[src/rtl/ptr_addr_gen.sv]
module ptr_addr_gen #(
  parameter int BANKW = 4,
  parameter int OFSW = 8,
  parameter int NPTR = 3,
  parameter int WW = 8,
  parameter logic [BANKW+OFSW-1:0] ALIAS_BASE = 'h0E0
) (
  input  logic                   clk,
  input  logic                   rst_n,
  input  logic                   acc_en,
  input  logic                   a_bit,
  input  logic [BANKW-1:0]       bsr,
  input  logic [OFSW-1:0]        ofs,
  input  logic [WW-1:0]          wreg,
  input  logic                   ld_en,
  input  logic [1:0]             ld_sel,
  input  logic [BANKW+OFSW-1:0]  ld_val,
  output logic [BANKW+OFSW-1:0]  ea,
  output logic                   ind,
  output logic                   void_acc,
  output logic [NPTR*(BANKW+OFSW)-1:0] ptrs
);
  localparam int AW = BANKW + OFSW;
  localparam int GRP = 8;
  localparam int WIN = GRP * NPTR;
  localparam logic [2:0] M_PLAIN = 3'd0, M_PDEC = 3'd1, M_PINC = 3'd2,
                         M_PREI = 3'd3, M_PLUSW = 3'd4;

  function automatic logic is_alias(input logic [AW-1:0] a);
    logic [AW-1:0] r;
    r = a - ALIAS_BASE;
    return (a >= ALIAS_BASE) && (r < AW'(WIN)) && (r[2:0] <= M_PLUSW);
  endfunction

  logic [AW-1:0] ptr_r [NPTR];
  logic [AW-1:0] dir_addr, rel, cur, ea_ind, nxt, wext;
  logic [1:0]    sel;
  logic [2:0]    mode;
  logic          hit;

  assign dir_addr = a_bit ? {bsr, ofs} : {BANKW'(0), ofs};
  assign rel      = dir_addr - ALIAS_BASE;
  assign sel      = rel[4:3];
  assign mode     = rel[2:0];
  assign hit      = acc_en && is_alias(dir_addr);
  assign wext     = {{(AW-WW){wreg[WW-1]}}, wreg};

  always_comb begin
    cur = '0;
    for (int i = 0; i < NPTR; i++)
      if (sel == 2'(i)) cur = ptr_r[i];
  end

  always_comb begin
    case (mode)
      M_PREI:  ea_ind = cur + AW'(1);
      M_PLUSW: ea_ind = cur + wext;
      default: ea_ind = cur;
    endcase
    case (mode)
      M_PDEC:  nxt = cur - AW'(1);
      M_PINC,
      M_PREI:  nxt = cur + AW'(1);
      default: nxt = cur;
    endcase
  end

  assign ea       = hit ? ea_ind : dir_addr;
  assign ind      = hit;
  assign void_acc = hit && is_alias(ea_ind);

  always_ff @(posedge clk) begin
    for (int i = 0; i < NPTR; i++) begin
      if (!rst_n)
        ptr_r[i] <= '0;
      else if (ld_en && ld_sel == 2'(i))
        ptr_r[i] <= ld_val;
      else if (hit && sel == 2'(i))
        ptr_r[i] <= nxt;
    end
  end

  genvar g;
  generate
    for (g = 0; g < NPTR; g++) begin : g_ptr
      assign ptrs[g*AW +: AW] = ptr_r[g];


      pdec_chk: assert property (@(posedge clk) disable iff (!rst_n)
        (hit && sel == 2'(g) && mode == M_PDEC && !(ld_en && ld_sel == 2'(g)))
        |=> ptr_r[g] == $past(ptr_r[g]) - AW'(1));


      prei_chk: assert property (@(posedge clk) disable iff (!rst_n)
        (hit && sel == 2'(g) && mode == M_PREI && !(ld_en && ld_sel == 2'(g)))
        |=> ptr_r[g] == $past(ea));


      plusw_chk: assert property (@(posedge clk) disable iff (!rst_n)
        (hit && sel == 2'(g) && mode == M_PLUSW && !(ld_en && ld_sel == 2'(g)))
        |=> $stable(ptr_r[g]));


      idle_chk: assert property (@(posedge clk) disable iff (!rst_n)
        (!acc_en && !ld_en) |=> $stable(ptr_r[g]));


      ldwin_chk: assert property (@(posedge clk) disable iff (!rst_n)
        (ld_en && ld_sel == 2'(g)) |=> ptr_r[g] == $past(ld_val));
    end
  endgenerate


  void_chk: assert property (@(posedge clk) disable iff (!rst_n)
    void_acc |-> ind);


  bank0_chk: assert property (@(posedge clk) disable iff (!rst_n)
    (acc_en && !ind && !a_bit) |-> ea[AW-1:OFSW] == '0);
endmodule

[config.mk]
export PLATFORM = sky130hd
export DESIGN_NAME = ptr_addr_gen
export DESIGN_NICKNAME = d
export VERILOG_FILES = /design/src/rtl/ptr_addr_gen.sv
export SDC_FILE = /design/constraint.sdc
export NUM_CORES = 1
export LEC_CHECK = 0
export BUFFER_PORTS_ARGS = -buffer_cell sky130_fd_sc_hd__buf_2
export CAP_MARGIN = 20
export CORE_AREA = 2 2 80 97
export CTS_CLUSTER_SIZE = 14
export DETAILED_ROUTE_END_ITERATION = 12
export DIE_AREA = 0 0 82 99
export PLACE_DENSITY = 0.86
export SKIP_CTS_REPAIR_TIMING = 1
export SLEW_MARGIN = 10
export SYNTH_ARGS = -nofsm -noshare
export SYNTH_HDL_FRONTEND = slang
export SYNTH_SLANG_ARGS = --single-unit
[constraint.sdc]
create_clock -name clk -period 7.4 [get_ports clk]
set_clock_uncertainty 0.2 [all_clocks]
set_input_delay 0.37 -clock clk [delete_from_list [all_inputs] [get_ports clk]]
set_output_delay 0.37 -clock clk [all_outputs]
set_load 0.01 [all_outputs]
; ---- Yosys cells after proc, flatten, opt, wreduce, memory -nomap -nowiden
; Memories as Yosys holds them, arrays and structs flattened.
; Index checks and enable logic that the tools add are counted.
; W data, S select, Z words.
[classes]
n_addsub = 5
n_lt_le_gt_ge = 6
eq_ne = 8
muxes = 35
n_bitwise = 6
n_reduce_logical = 15
[ops]
columns = operator, n
row1 = $mux W12, 11
row2 = $pmux W12 S2, 2
row3 = $ge A12 B8 Y1 const B, 2
row4 = $lt A12 B5 Y1 const B, 2
row5 = $sub A12 B8 Y12 const B, 2
row6 = $mux W1, 22
row7 = $add A12 B1 Y12 const B, 1
row8 = $add A12 B12 Y12, 1
row9 = $logic_and A1 B1 Y1, 12
row10 = $sub A12 B1 Y12 const B, 1
row11 = $eq A3 B2 Y1 const B, 2
row12 = $le A3 B3 Y1 const B, 2
row13 = $or A1 B1 Y1, 6
row14 = $eq A2 B1 Y1 const B, 2
row15 = $eq A2 B2 Y1 const B, 2
row16 = $logic_not A2 Y1, 2
row17 = $eq A3 B1 Y1 const B, 1
row18 = $eq A3 B3 Y1 const B, 1
row19 = $reduce_or A2 Y1, 1
[word_totals]
ff_bits = 0
ram_bits = 36
in_bits = 39
elab_cells = 76
n_memories = 1
[memory_table]
columns = name, depth, width, read_ports, rd_clocked_by_memory_dff, write_ports, line_no
row1 = ptr_r, 3, 12, 3, 0, 3, 35  ; logic [AW-1:0] ptr_r [NPTR];

; ---- Longest topological paths before layout
[logic_depth]
ltp_word = 13
mapped_depth = 17
mapped_depth_nobuf = 15

; ---- Worst setup path after synthesis
; Ideal clock, no wire load.
[synth_timing]
path_kind = input-to-output
start = in ofs[3]
end = out void_acc
arrival_ns = 3.743
required_ns = 6.830
path_slack_ns = 3.087
stages = 16
path_buffers = 3
cell_sequence = buf_4 nor2b_4 buf_8 o2bb2ai_4 buf_1 ha_1 nor2b_1 o2111ai_1 a31oi_1 o311ai_0 nand3_1 inv_1 ha_1 a211o_1 a2111o_1 nor4_2
[synth_between]
elab_chain_cells = 13
[synth_lines]
columns = item, line_no
row1 = from (decl), 13  ; input logic [OFSW-1:0] ofs,
row2 = $mux W12 (*), 41  ; assign dir_addr = a_bit ? {bsr, ofs} : {BANKW'(0), ofs};
row3 = $sub A12 B8 Y12, 31  ; r = a - ALIAS_BASE;
row4 = $logic_not A2 Y1, 51  ; if (sel == 2'(i)) cur = ptr_r[i];
row5 = $mux W12 (3 in series), 51
row6 = $add A12 B12 Y12 / $add A12 B1 Y12 (equally long branches), "57, 56"
row7 = $pmux W12 S2, 55  ; case (mode)
row8 = $sub A12 B8 Y12, 31
row9 = $lt A12 B5 Y1, 32  ; return (a >= ALIAS_BASE) && (r < AW'(WIN)) && (r[2:0] <= M_PLUSW);
row10 = $logic_and A1 B1 Y1 (2 in series), 32
row11 = $logic_and A1 B1 Y1 (*), 70  ; assign void_acc = hit && is_alias(ea_ind);
row12 = to (decl), 20  ; output logic void_acc,
; Mark *: on every way between the ends. The rest lies on a longest branch, timed or not.

; ---- Final worst setup path
; Same ends and word-level chain as after synthesis.

==> results.md <==
* Critical Setup Path Class: input pin to primary output
* RSZ-0062 raised after global routing: no
* Vias at about 3600
* Total gr overflow at 0
* Detailed Place HPWL at 8286 um
* Overall routed net length at about 11000 um
* Clk root buf: clkbuf_8
* Largest fanout on the critical path at 19
* Layout cells sized above 1 at 25.21%
* H-tree depth at 2
* Drt pass-1 iters at 7
* Crit-path leading delay family: compound AO/OA/AOI/OAI gates
* Top flop regs: ptr_r x36
* Tmin final at 5.099 ns
* CTS tree: done
* Largest net degree at the start of global routing at 22
* Hold_sp: ld_val[10]
* DR WL met2 at between 5000 and 6000 um
* I/O Buffers at 88
* Met1 WL at 4200 um
* Syn_nets at 449
* Overall Power at ~600 uW
* Power Dens Cells at about 150 nW/um^2
* Gr usage total at 26.57%
* Mux contribution to synthesized area at 4.337%
* Achievable Freq at between 150 and 200 MHz
* Register area at 1081 um^2
* CP max stage delay at 0.73 ns
* Initial core utilization at ~49%
* Layout net count at 530
* Maximum capacitance violations at 0
* DRC viols at 0
* Clock slew at reported path FFs at 0.07 ns
* Largest family of logic cells by synthesized area: compound AO/OA/AOI/OAI gates
* Initial antenna violation count at 0
* Yosys warns at 0
* Die X at 82 um
* CP cell instances: buf_2 > mux2i_1 > o2bb2ai_1 > ha_1 > and3_1 > a21oi_1 > a31oi_1 > o311ai_0 > nand3_1 > inv_1 > ha_1 > a211o_1 > a2111o_1 > nor4_2 > buf_2
* Syn Std Cell Area at 3520 um^2
* Number of global-route vias before repair at 3437
* Clk buf depth at 2
* Routability cong. at 0.8859
* Met3 wire length at 732 um
* Top FF cell, synth: edfxtp_1
* Final worst-path cycle share at a little under 70%
* Top reg by flops: ptr_r
* Die H at 99 um
* DR iter-0 viols at around 340
* Pins Over Slew Limit at 0
* Top Layer Used: met4
* Leakage at about 1.7 nW
* Req. time, crit path at 6.83 ns
* Core area at 7147 um^2
* Multi-input gate area at ~2300 um^2
* Commonest non-fill, non-tap cell in the layout: buf_2
* EDFF count, synth at 36
* Worst IR Drop VDD at approximately 0.13 mV
* Final Hold Violating Endpoints at 0
* Clk_lat worst skew at 0.29 ns
* # rows at 34
* Crit path launch: ofs[3]
* CP max stage cell: o2bb2ai_1
* Remaining antenna violation count after routing at 0
* WP buf/inv at 3
* DR WL/cell at between 15 and 20 um
* Distinct cell type count after synthesis at 66
* Critical Path AT at around 4.5 ns
* XOR/XNOR share of the synthesized area at around 6.5%
* Post-Synthesis Cells at a little under 400
* Max reg flops at 36
* Max-Slew Margin vs Limit at 33.24%
* Worst slew pin tran at 0.9938 ns
* Register area share after synthesis at 30.71%
* Synth Area in Adders at 5.901%
* Post-synthesis simple-gate area fraction at between 20% and 30%
* Outcome: completed
* Diodes inserted at 0
* Worst Setup End Kind: primary output
* IO Pins at 89
* Setup violators final at 0
* Post-synth ARST share at 0%
* Commonest non-fill, non-tap cells in the layout: buf_2 (88), nand2_1 (38), edfxtp_1 (36)
* Vias per inst at 6.284
* Hold WC Path Type: input pin to flop
* Fillcell total at 660
* # clock sinks at 36
* Crit start category: input pin
* Area Overhead vs Synth at 16.85%
* Post-synthesis compound-gate area fraction at 26.80%
* Syn_area_per_cell at 8.933 um^2
* Synthesis-stage register bit count at 36
* First-pass GRT wire length at approximately 17000 um
* Total CTS buffers at 5
* Die area at about 8100 um^2
* Setup TNS at 0 ns
* Worst R2R Start: ptr_r[1][4]
==> power breakdown <==
group	internal (mW)	total [mW]	switching, mW
clock	0.0981	0.167	0.0689
sequential	0.237	0.245	0.00789
combinational	0.0738	0.193	0.119
total	0.409	0.605	0.196
==> cells by family after synthesis <==
group	Yosys count
buf+inv	33
xor+xnor	26
simple gates	143
fa+ha+maj	16
mux	15
compound gates	125
flops	36
==> stage by stage <==
stage | hold WS [ns] | util (%) | instance area (um^2) | std cells | worst slack (ns)
6_report | 0.1964 | 57.55 | 4113 | 566 | 2.301
5_1_grt | 0.1970 | 57.55 | 4113 | 566 | 2.089
4_1_cts | 0.1873 | 57.55 | 4113 | 566 | 2.343
3_5_place_dp | 0.4930 | 56.06 | 4006 | 558 | 2.324
3_3_place_gp | 0.4857 | 56.06 | 4006 | 558 | 2.454
2_1_floorplan | 0.3571 | - | 3520 | 394 | 3.087
==> layer usage <==
layer  track usage (%)  vias up
li1                  -     1673
met1             32.73     1670
met2             46.65      184
met3             2.198       30
met4             11.03        0
met5                 0        -
==> synthesized netlist by cell type, drive strengths merged (2+ instances only) <==
cell | n | share of area, %
a22o | 26 | 6.5
nor2b | 6 | 1.3
and2 | 3 | 0.53
a221oi | 2 | 0.50
ha | 15 | 5.3
mux2 | 2 | 0.64
a32oi | 2 | 0.50
a22oi | 3 | 0.64
clkbuf | 10 | 1.1
and3 | 3 | 0.53
o2bb2ai | 10 | 4.6
nor4 | 5 | 1.1
edfxtp | 36 | 31
nor3 | 12 | 1.7
mux2i | 13 | 3.7
or2 | 4 | 0.71
nor3b | 3 | 0.64
nand4 | 4 | 0.89
nor2 | 28 | 3.0
o22ai | 3 | 0.53
or4 | 6 | 1.3
xnor2 | 16 | 4.0
a21oi | 23 | 3.3
a31oi | 3 | 0.53
nand2 | 40 | 4.4
or3 | 5 | 1.0
nand3 | 12 | 1.8
nand2b | 6 | 1.1
o211ai | 2 | 0.43
o21ai | 32 | 4.6
o311a | 2 | 0.57
xor2 | 10 | 2.5
nand3b | 4 | 0.85
buf | 9 | 1.9
a21o | 4 | 0.85
inv | 14 | 1.5
==> area by class of cell <==
type / instances / share of cell area, %
multi-input cells: 325 / 55.49
clock inverters: 3 / 0.9127
clock buffers: 5 / 1.673
repair buffers: 93 / 11.62
well taps: 90 / 2.738
flip-flops and latches: 36 / 26.29
inverters: 14 / 1.278
==> worst reg2reg max path, stage by stage, from the launching register on <==
cell and delay [ns]:
edfxtp_1 0.38, mux2i_1 0.09, o2bb2ai_1 0.73, nand4_2 0.35
or4_1 0.62, o21ai_1 0.19, xor2_1 0.14, a22o_1 0.28
==> path summary, 6_finish.rpt <==
check	to	slack (ns)	depth (start not counted)
max	void_acc	2.30	15
min	ptr_r[2][10]	0.20	2
max reg2reg	ptr_r[0][10]	4.20	7
min reg2reg	ptr_r[1][1]	0.89	3
(Power assumes the default switching activity.)
